File: src/rtl/tmr64_pkg.sv
package tmr64_pkg;
  localparam int OFF_CTRL = 'h00;
  localparam int OFF_LO   = 'h10;
  localparam int OFF_HI   = 'h14;  // low offset plus one word
  localparam int CTRL_EN  = 0;
  localparam int CTRL_CLR = 1;
endpackage

File: src/rtl/tmr64_half.sv
module tmr64_half #(
  parameter int W = 32
) (
  input  logic         clk,
  input  logic         rst_n,
  input  logic         clr,
  input  logic         load,
  input  logic         inc,
  input  logic [W-1:0] load_val,
  output logic [W-1:0] q,
  output logic         wrap
);
  // carry out only when this half really steps past all ones
  assign wrap = inc && !load && !clr && (&q);

  always_ff @(posedge clk or negedge rst_n) begin
    if (!rst_n)     q <= '0;
    else if (clr)   q <= '0;
    else if (load)  q <= load_val;
    else if (inc)   q <= q + 1'b1;
  end
endmodule

File: src/rtl/tmr64_regs.sv
module tmr64_regs
  import tmr64_pkg::*;
#(
  parameter int W      = 32,
  parameter int ADDR_W = 8
) (
  input  logic              clk,
  input  logic              rst_n,
  input  logic [ADDR_W-1:0] addr,
  input  logic              rd,
  input  logic              wr,
  input  logic [1:0]        ctrl_wdata,
  input  logic [W-1:0]      lo,
  input  logic [W-1:0]      hi,
  output logic [W-1:0]      rdata,
  output logic [W-1:0]      shadow,
  output logic              en,
  output logic              clr,
  output logic              ld_lo,
  output logic              ld_hi
);
  logic sel_ctrl, sel_lo, sel_hi;

  assign sel_ctrl = (addr == ADDR_W'(OFF_CTRL));
  assign sel_lo   = (addr == ADDR_W'(OFF_LO));
  assign sel_hi   = (addr == ADDR_W'(OFF_HI));
  assign ld_lo    = wr && sel_lo;
  assign ld_hi    = wr && sel_hi;

  always_ff @(posedge clk or negedge rst_n) begin
    if (!rst_n) begin
      en  <= 1'b0;
      clr <= 1'b0;
    end else if (wr && sel_ctrl) begin
      en  <= ctrl_wdata[CTRL_EN];
      clr <= ctrl_wdata[CTRL_CLR];
    end else begin
      clr <= 1'b0;
    end
  end

  always_ff @(posedge clk or negedge rst_n) begin
    if (!rst_n)              shadow <= '0;
    else if (clr)            shadow <= '0;
    else if (rd && sel_lo)   shadow <= hi;
  end

  always_ff @(posedge clk or negedge rst_n) begin
    if (!rst_n) begin
      rdata <= '0;
    end else if (rd) begin
      if (sel_ctrl)    rdata <= {{(W-2){1'b0}}, clr, en};
      else if (sel_lo) rdata <= lo;
      else if (sel_hi) rdata <= shadow;
      else             rdata <= '0;
    end else begin
      rdata <= '0;
    end
  end
endmodule

File: src/rtl/tmr64_snap.sv
module tmr64_snap #(
  parameter int HALF_W = 32,
  parameter int ADDR_W = 8
) (
  input  logic              clk,
  input  logic              rst_n,
  input  logic [ADDR_W-1:0] bus_addr,
  input  logic              bus_rd,
  input  logic              bus_wr,
  input  logic [HALF_W-1:0] bus_wdata,
  output logic [HALF_W-1:0] bus_rdata
);
  localparam int NHALF = 2;

  logic [HALF_W-1:0] half_q [NHALF];
  logic [NHALF-1:0]  half_inc, half_wrap, half_ld;
  logic [HALF_W-1:0] lo_q, hi_q, shadow_q;
  logic              en, clr, ld_lo, ld_hi, hi_wrap;

  assign half_ld = {ld_hi, ld_lo};

  for (genvar g = 0; g < NHALF; g++) begin : g_half
    if (g == 0) begin : g_first
      assign half_inc[g] = en;
    end else begin : g_chain
      assign half_inc[g] = half_wrap[g-1];
    end
    tmr64_half #(.W(HALF_W)) u_half (
      .clk      (clk),
      .rst_n    (rst_n),
      .clr      (clr),
      .load     (half_ld[g]),
      .inc      (half_inc[g]),
      .load_val (bus_wdata),
      .q        (half_q[g]),
      .wrap     (half_wrap[g])
    );
  end

  assign lo_q    = half_q[0];
  assign hi_q    = half_q[1];
  assign hi_wrap = half_wrap[1];

  tmr64_regs #(.W(HALF_W), .ADDR_W(ADDR_W)) u_regs (
    .clk        (clk),
    .rst_n      (rst_n),
    .addr       (bus_addr),
    .rd         (bus_rd),
    .wr         (bus_wr),
    .ctrl_wdata (bus_wdata[1:0]),
    .lo         (lo_q),
    .hi         (hi_q),
    .rdata      (bus_rdata),
    .shadow     (shadow_q),
    .en         (en),
    .clr        (clr),
    .ld_lo      (ld_lo),
    .ld_hi      (ld_hi)
  );
endmodule

File: config.mk
export PLATFORM = sky130hd
export DESIGN_NAME = tmr64_snap
export DESIGN_NICKNAME = d
export VERILOG_FILES = /design/src/rtl/tmr64_pkg.sv /design/src/rtl/tmr64_half.sv /design/src/rtl/tmr64_regs.sv /design/src/rtl/tmr64_snap.sv
export SDC_FILE = /design/constraint.sdc
export NUM_CORES = 1
export LEC_CHECK = 0
export BUFFER_PORTS_ARGS = -buffer_cell sky130_fd_sc_hd__buf_2
export CELL_PAD_IN_SITES_DETAIL_PLACEMENT = 1
export CELL_PAD_IN_SITES_GLOBAL_PLACEMENT = 1
export CORE_MARGIN = 3
export CORE_UTILIZATION = 45
export DETAILED_ROUTE_END_ITERATION = 16
export PLACE_DENSITY = 0.81
export REMOVE_ABC_BUFFERS = 1
export SYNTH_ARGS = -nofsm -noshare
export SYNTH_HDL_FRONTEND = slang
export SYNTH_SLANG_ARGS = --single-unit
File: constraint.sdc
create_clock -name clk -period 5.25 [get_ports clk]
set_input_delay 0.2625 -clock clk [delete_from_list [all_inputs] [get_ports clk]]
set_output_delay 0.2625 -clock clk [all_outputs]
set_load 0.005 [all_outputs]
==> results.py, run 1 <==
metrics = {
    "status": {
        "status": "finished clean",
    },
    "cts": {
        "clock-root-buffer": "clkbuf_16",
        "clockBufferDepth": 2,
        "h-tree-depth": 4,
        "cts_resized": 0,
        "clock_latency_ns": 0.43,
        "cts_hold_buffers": 0,
        "post_cts_buffers": 0,
        "cts_tree": "built",
        "cts_sinks": 130,
        "clkTransAtPathRegs_ns": 0.06,
        "numCtsBuffers": 17,
    },
    "global_route": {
        "grt_pass1_wl_mm": 31.9,
        "top_usage_layer": "met2",
        "grtUsageTotal_pct": 25.7,
        "gr-total-overflow": 0,
        "grt_util_met2_pct": 41.9,
        "grt_max_degree": 77,
        "first_global_vias": 5976,
        "met1_usage_pct": 34.2,
        "grt_antenna_before_repair": 0,
        "met3_usage_pct": 5.66,
    },
    "cells_and_area": {
        "diodes": 0,
        "syn2layout_area_growth_pct": 16.5,
        "finish.utilization_pct": 54.7,
        "nets": 738,
        "final_cell_mix": "dfrtp_1, nor2_1, buf_2",
        "final-instance-count-excl-fill": 878,
        "final_common_cell": "dfrtp_1",
        "layout-drive-gt1-share_pct": 18.2,
    },
    "pwr": {
        "leakagePower_nw": 3.14,
        "p_int_w": 0.00191,
        "p_clk_share_pct": 41.1,
        "powerDensity_mw_per_mm2": 360,
        "combPwrFrac_pct": 12.6,
        "netSwitchingFraction_pct": 28.1,
        "seqPwrFrac_pct": 46.2,
        "p_switching_w": 0.000748,
        "peakVddDrop_mv": 0.214,
    },
    "timing": {
        "tightest_slew_ns": 1.20,
        "grt_setup_unrepaired": "no",
        "setup_viol": 0,
        "timing.fmax_mhz": 269,
        "finalHoldViolations": 0,
        "finalMaxSlewViolations": 0,
        "tns_ns": 0,
        "finClkSkew_ns": 0.0149,
        "min_period_ns": 3.72,
        "max_slew_margin_pct": 19.6,
        "min_period_over_period_pct": 70.9,
    },
    "detailed_routing": {
        "drt_iter0_drc": 428,
        "final_antenna_net_count": 0,
        "via_count": 5638,
        "wirelength_mm": 19.4,
        "wire_per_inst_um": 22.1,
        "drt-pass1-iter-count": 5,
        "vias_per_cell": 6.42,
        "drc": 0,
    },
    "synthesis": {
        "synth_seq_area_share_pct": 51.3,
        "synthCells": 635,
        "ys_ff_latch": 130,
        "yosys.cell_types.count": 41,
        "syn_area_mm2": 0.00634,
        "async_flop_share_pct": 100,
        "synth_edf_count": 0,
        "avgSynthCellArea_um2": 9.98,
        "ys.flop_type": "dfrtp_1",
        "yosys_warnings": 0,
    },
    "place": {
        "gp_congestion": 0.817,
        "port_buffers": 75,
        "dpl.cell_count": 849,
        "dp_hpwl_mm": 12.7,
    },
    "critical_path": {
        "cp_max_fo": 27,
        "startpoint_type": "flop",
        "r2r_cells": 6,
        "r2r_setup_slack_ns": 1.53,
        "arrival_ns": 4.04,
        "worst_setup_path_end_kind": "flop",
        "r2r-start": "g_half[0].u_half.q[6]$_DFFE_PN0P_",
        "path_class": "reg2reg",
        "required_ns": 5.56,
        "r2r-end": "g_half[1].u_half.q[31]$_DFFE_PN0P_",
    },
    "floorplanning": {
        "start_util_pct": 46.9,
        "core-area_mm2": 0.0135,
        "die_area_mm2": 0.0155,
        "die-height_um": 125,
        "die_w_um": 125,
        "pin_count": 76,
        "rows": 42,
    },
    "job": {
        "drv_cap": 0,
    },
    "worst_hold_path": {
        "worstHoldPathType": "in2async",
    },
}
-- synthesized netlist by cell type, types with 2 or more instances --
| library cell | n | share of area [%] |
|---|---|---|
| a211oi_1 | 30 | 3.6 |
| a222oi_1 | 2 | 0.32 |
| a22o_1 | 32 | 4.4 |
| a22oi_1 | 30 | 3.6 |
| a311oi_1 | 32 | 4.4 |
| and2_1 | 4 | 0.39 |
| and3_1 | 8 | 0.79 |
| and4_1 | 5 | 0.69 |
| clkbuf_1 | 47 | 2.8 |
| dfrtp_1 | 130 | 51 |
| ha_1 | 2 | 0.39 |
| inv_1 | 16 | 0.95 |
| nand2_1 | 28 | 1.7 |
| nand3_1 | 23 | 1.8 |
| nand4_1 | 17 | 1.7 |
| nand4_2 | 2 | 0.39 |
| nor2_1 | 97 | 5.7 |
| nor2b_1 | 2 | 0.20 |
| nor3_1 | 5 | 0.39 |
| nor4_1 | 8 | 0.79 |
| o21ai_0 | 10 | 0.79 |
| o31ai_1 | 19 | 2.3 |
| or2_2 | 3 | 0.30 |
| or3_1 | 14 | 1.4 |
| or3_2 | 4 | 0.47 |
| or4_1 | 23 | 2.7 |
| xnor2_1 | 11 | 1.5 |
| xor2_1 | 18 | 2.5 |
-- power by group through the flow --
| stage | logic, W | clock network, W | registers (W) |
|---|---|---|---|
| 2_1_floorplan | 0.000225 | 0 | 0.00120 |
| 3_3_place_gp | 0.000315 | 0 | 0.00123 |
| 3_5_place_dp | 0.000335 | 0 | 0.00124 |
| 4_1_cts | 0.000340 | 0.00111 | 0.00123 |
| 5_1_grt | 0.000375 | 0.00116 | 0.00125 |
| 6_report | 0.000336 | 0.00109 | 0.00123 |
-- worst max path at each step --
stage | start | endpoint | slack [ns] | depth (start not counted)
after detailed placement | g_half[0].u_half.q[6]$_DFFE_PN0P_ | g_half[1].u_half.q[5]$_DFFE_PN0P_ | 1.57 | 6
after global placement | g_half[0].u_half.q[6]$_DFFE_PN0P_ | g_half[1].u_half.q[31]$_DFFE_PN0P_ | 1.85 | 6
after CTS | g_half[0].u_half.q[6]$_DFFE_PN0P_ | g_half[1].u_half.q[31]$_DFFE_PN0P_ | 1.53 | 6
final | g_half[0].u_half.q[6]$_DFFE_PN0P_ | g_half[1].u_half.q[31]$_DFFE_PN0P_ | 1.53 | 6
after global routing | g_half[0].u_half.q[6]$_DFFE_PN0P_ | g_half[1].u_half.q[31]$_DFFE_PN0P_ | 1.28 | 6
after floorplan | bus_addr[5] | g_half[0].u_half.q[19]$_DFFE_PN0P_ | 2.11 | 5
-- flip-flops by register name, summed over array words and instances (netlist names) --
name / cells
g_half.u_half.q: 64
u_regs.rdata: 32
u_regs.shadow: 32
u_regs.clr: 1
u_regs.en: 1
-- kinds of logic after synthesis --
family | synth area share (%)
compound gates | 20.1
xor+xnor | 4.01
fa+ha+maj | 0.395
buf+inv | 3.81
flops | 51.3
mux | 0.336
simple gates | 20.0
-- metal layers --
layer  vias to the layer above  wire length (µm)
met1                      2909              8530
met4                         0               296
met2                       191              9540
met3                        32              1020
li1                       2506                 -
met5                         -                 0
-- per-stage QoR --
stage | instance area (µm²) | total power [W] | hold WS [ns] | setup slack (ns)
floorplan | 6150 | 0.00143 | -0.0331 | 2.11
global placement | 6850 | 0.00154 | 0.489 | 1.85
detailed placement | 6850 | 0.00158 | 0.492 | 1.57
CTS | 7380 | 0.00267 | 0.0515 | 1.53
global route | 7380 | 0.00278 | 0.0809 | 1.28
finish | 7380 | 0.00266 | 0.0114 | 1.53
-- worst max-delay path, stage by stage, from the launching register on --
cell and delay (ns):
dfrtp_1 0.45, nand4_1 0.27, nor4_2 0.81, nand4_2 0.74, buf_4 0.47, or4_1 0.54
a311oi_1 0.31
-- final cells by class --
cell class	instances	area, µm²
Fill cell	1486	6120
Sequential cell	130	3250
Multi-Input combinational cell	441	2860
Clock buffer	22	474
Timing Repair Buffer	86	460
Tap cell	176	220
Clock inverter	7	60.1
Inverter	16	60.1
No activity file was read; power rests on OpenSTA's default activity.
==> inputs of run 2 (changes only) <==
--- a/config.mk
+++ b/config.mk
@@ -5,13 +5,14 @@
 export SDC_FILE = /design/constraint.sdc
 export NUM_CORES = 1
 export LEC_CHECK = 0
+export ABC_AREA = 1
 export BUFFER_PORTS_ARGS = -buffer_cell sky130_fd_sc_hd__buf_2
 export CELL_PAD_IN_SITES_DETAIL_PLACEMENT = 1
 export CELL_PAD_IN_SITES_GLOBAL_PLACEMENT = 1
 export CORE_MARGIN = 3
-export CORE_UTILIZATION = 45
+export CORE_UTILIZATION = 43
 export DETAILED_ROUTE_END_ITERATION = 16
-export PLACE_DENSITY = 0.81
+export PLACE_DENSITY = 0.82
 export REMOVE_ABC_BUFFERS = 1
 export SYNTH_ARGS = -nofsm -noshare
 export SYNTH_HDL_FRONTEND = slang
==> constraint.sdc (replaced) <==
create_clock -name clk -period 3.6 [get_ports clk]
set_input_delay 0.18 -clock clk [delete_from_list [all_inputs] [get_ports clk]]
set_output_delay 0.18 -clock clk [all_outputs]
set_load 0.005 [all_outputs]
==> results.py, run 2 <==
metrics = {
    "global_route": {
        "gr-total-overflow": 0,
        "grt_max_degree": 95,
        "grt_antenna_before_repair": 1,
        "grtUsageTotal_pct": 28.4,
        "grt_pass1_wl_mm": 44.2,
        "first_global_vias": 7989,
    },
    "critical_path": {
        "worstPathCellList": "inv_2, nand3_2, nand2_1, inv_2, o211ai_1, nand2_1",
        "cp_top_family": "simple AND/OR/NAND/NOR gates",
        "critPathMaxStageDelay_ns": 0.64,
        "startpoint_type": "flop",
        "path_class": "reg2reg",
        "worst_setup_path_end_kind": "flop",
        "cp_max_fo": 17,
        "arrival_ns": 2.76,
        "path_buf_inv": 2,
        "critical-path-slowest-cell": "nand2_1",
        "required_ns": 3.90,
    },
    "cts": {
        "numCtsBuffers": 17,
        "cts_sinks": 130,
        "cts_hold_buffers": 1,
        "clock-root-buffer": "clkbuf_16",
        "clockBufferDepth": 2,
        "cts_resized": 0,
        "h-tree-depth": 4,
        "post_cts_buffers": 0,
        "clkTransAtPathRegs_ns": 0.06,
        "cts_tree": "built",
        "clock_latency_ns": 0.43,
    },
    "detailed_routing": {
        "drt-pass1-iter-count": 7,
        "final_antenna_net_count": 0,
        "wire_per_inst_um": 19.2,
        "drt_iter0_drc": 634,
        "wirelength_mm": 27.5,
        "vias_per_cell": 5.45,
        "drc": 0,
        "via_count": 7809,
    },
    "synthesis": {
        "ys.flop_type": "dfrtp_1",
        "yosys.area_share.xor_xnor_pct": 1.57,
        "synth-simple-area-share_pct": 34.4,
        "synth_top_area_cell": "dfrtp_1",
        "synthAdderAreaFrac_pct": 0.321,
        "synth_edf_count": 0,
        "syn_area_mm2": 0.00780,
        "synth_compound_area_share_pct": 11.5,
        "synth_seq_area_share_pct": 41.7,
        "muxShareOfSynthArea_pct": 0,
        "synth_most_common_cell": "nand2_1",
        "synth_top_family_by_area": "simple AND/OR/NAND/NOR gates",
        "yosys_warnings": 0,
        "ys_ff_latch": 130,
        "avgSynthCellArea_um2": 6.86,
        "async_flop_share_pct": 100,
        "yosys-top-cells-count": "nand2_1, inv_1, dfrtp_1, nand3_1, nor2_1",
        "yosys.cell_types.count": 32,
        "synthCells": 1137,
        "synth_top_area_share_pct": 41.7,
        "synth_top_cells_by_area": "dfrtp_1, nand2_1, nand3_1",
    },
    "cells_and_area": {
        "syn2layout_area_growth_pct": 14.4,
        "top_regs": "g_half.u_half.q x64, u_regs.rdata x32, u_regs.shadow x32",
        "layout-drive-gt1-share_pct": 12.8,
        "largest_register_ff_count": 64,
        "regMostFlops": "g_half.u_half.q",
        "final_cell_mix": "nand2_1, inv_1, dfrtp_1",
        "final-instance-count-excl-fill": 1434,
        "final_common_cell": "nand2_1",
        "nets": 1243,
        "diodes": 0,
    },
    "timing": {
        "tns_ns": 0,
        "setup_viol": 0,
        "grt_setup_unrepaired": "no",
        "timing.fmax_mhz": 407,
        "finClkSkew_ns": 0.00715,
        "finalHoldViolations": 0,
        "tightest_slew_ns": 0.899,
        "min_period_over_period_pct": 68.3,
        "min_period_ns": 2.46,
        "max_slew_margin_pct": 40.1,
        "finalMaxSlewViolations": 0,
    },
    "place": {
        "dp_hpwl_mm": 20.0,
        "gp_congestion": 0.946,
        "port_buffers": 75,
        "dpl.cell_count": 1402,
    },
    "floorplanning": {
        "core-area_mm2": 0.0175,
        "rows": 48,
        "die_area_mm2": 0.0198,
        "die_w_um": 141,
        "start_util_pct": 44.5,
        "die-height_um": 141,
        "pin_count": 76,
    },
    "status": {
        "status": "finished clean",
    },
    "worst_hold_path": {
        "worstHoldPathType": "in2reg",
    },
    "pwr": {
        "peakVddDrop_mv": 0.348,
        "leakagePower_nw": 4.70,
        "powerDensity_mw_per_mm2": 442,
    },
    "job": {
        "drv_cap": 0,
    },
}
==> run 2: cell count changes after synthesis, sizes merged, moves of 24 or more <==
cell,before,now
nand3,23,140
inv,16,151
o21ai,10,47
o22ai,0,28
or4,24,0
a311oi,32,0
a22o,32,0
nand2,28,372
a22oi,30,0
a21oi,1,72
==> run 2: path summary, 6_finish.rpt <==
| check | end | start | cells past startpoint | slack (ns) |
|---|---|---|---|---|
| max in group asynchronous | u_regs.shadow[12]$_DFFE_PN0P_ | rst_n | 3 | 2.33 |
| setup reg to reg | g_half[0].u_half.q[10]$_DFFE_PN0P_ | u_regs.clr$_DFF_PN0_ | 6 | 1.14 |
| min in group asynchronous | g_half[0].u_half.q[17]$_DFFE_PN0P_ | rst_n | 2 | 0.43 |
| setup / recovery | g_half[0].u_half.q[10]$_DFFE_PN0P_ | u_regs.clr$_DFF_PN0_ | 6 | 1.14 |
| hold / removal | g_half[0].u_half.q[2]$_DFFE_PN0P_ | bus_wdata[2] | 3 | 0.04 |
| hold reg to reg | u_regs.en$_DFFE_PN0N_ | u_regs.en$_DFFE_PN0N_ | 2 | 0.49 |
==> run 2: cell type report <==
class	count	area (µm²)
Inverter	154	579
Tap cell	225	282
Multi-Input combinational cell	806	3730
Timing Repair Buffer	88	482
Clock inverter	10	133
Sequential cell	130	3250
Clock buffer	21	470
Fill cell	2327	8610
==> run 2: routing by layer <==
metal  global-route usage (%)  share of wire [%]
met3                     5.56                5.3
met4                     6.88                1.3
met1                     39.3                 46
met2                     46.3                 48
met5                        0              0.047
==> run 2: cells by family after synthesis <==
| kind of cell | count (synthesis) |
|---|---|
| fa+ha+maj | 2 |
| flops | 130 |
| buf+inv | 201 |
| compound gates | 163 |
| xor+xnor | 14 |
| simple gates | 627 |
==> run 2: power breakdown <==
| part | switching (W) | internal [W] |
|---|---|---|
| Combinational | 0.000347 | 0.000159 |
| Clock | 0.000669 | 0.00113 |
| Sequential | 0.0000923 | 0.00154 |
| Total | 0.00111 | 0.00283 |
==> run 2: per-stage QoR <==
step	total power, W	worst slack, ns	instance area [µm²]	hold slack (ns)	utilization, %
final	0.00394	1.14	8930	0.0385	50.9
after global routing	0.00412	0.994	8930	0.0293	50.9
after CTS	0.00396	1.20	8930	0.0201	50.9
after detailed placement	0.00214	0.925	8310	0.342	47.4
after global placement	0.00213	1.04	8310	0.337	47.4
after floorplan	0.00195	1.17	7550	-0.116	-
==> run 2: tightest hold or removal path: cells and delay by family <==
family / cells / cell delay (ns)
buffers and inverters: 1 / 0.10
and+or+nand+nor: 1 / 0.06
AOI/OAI and AO/OA: 1 / 0.09
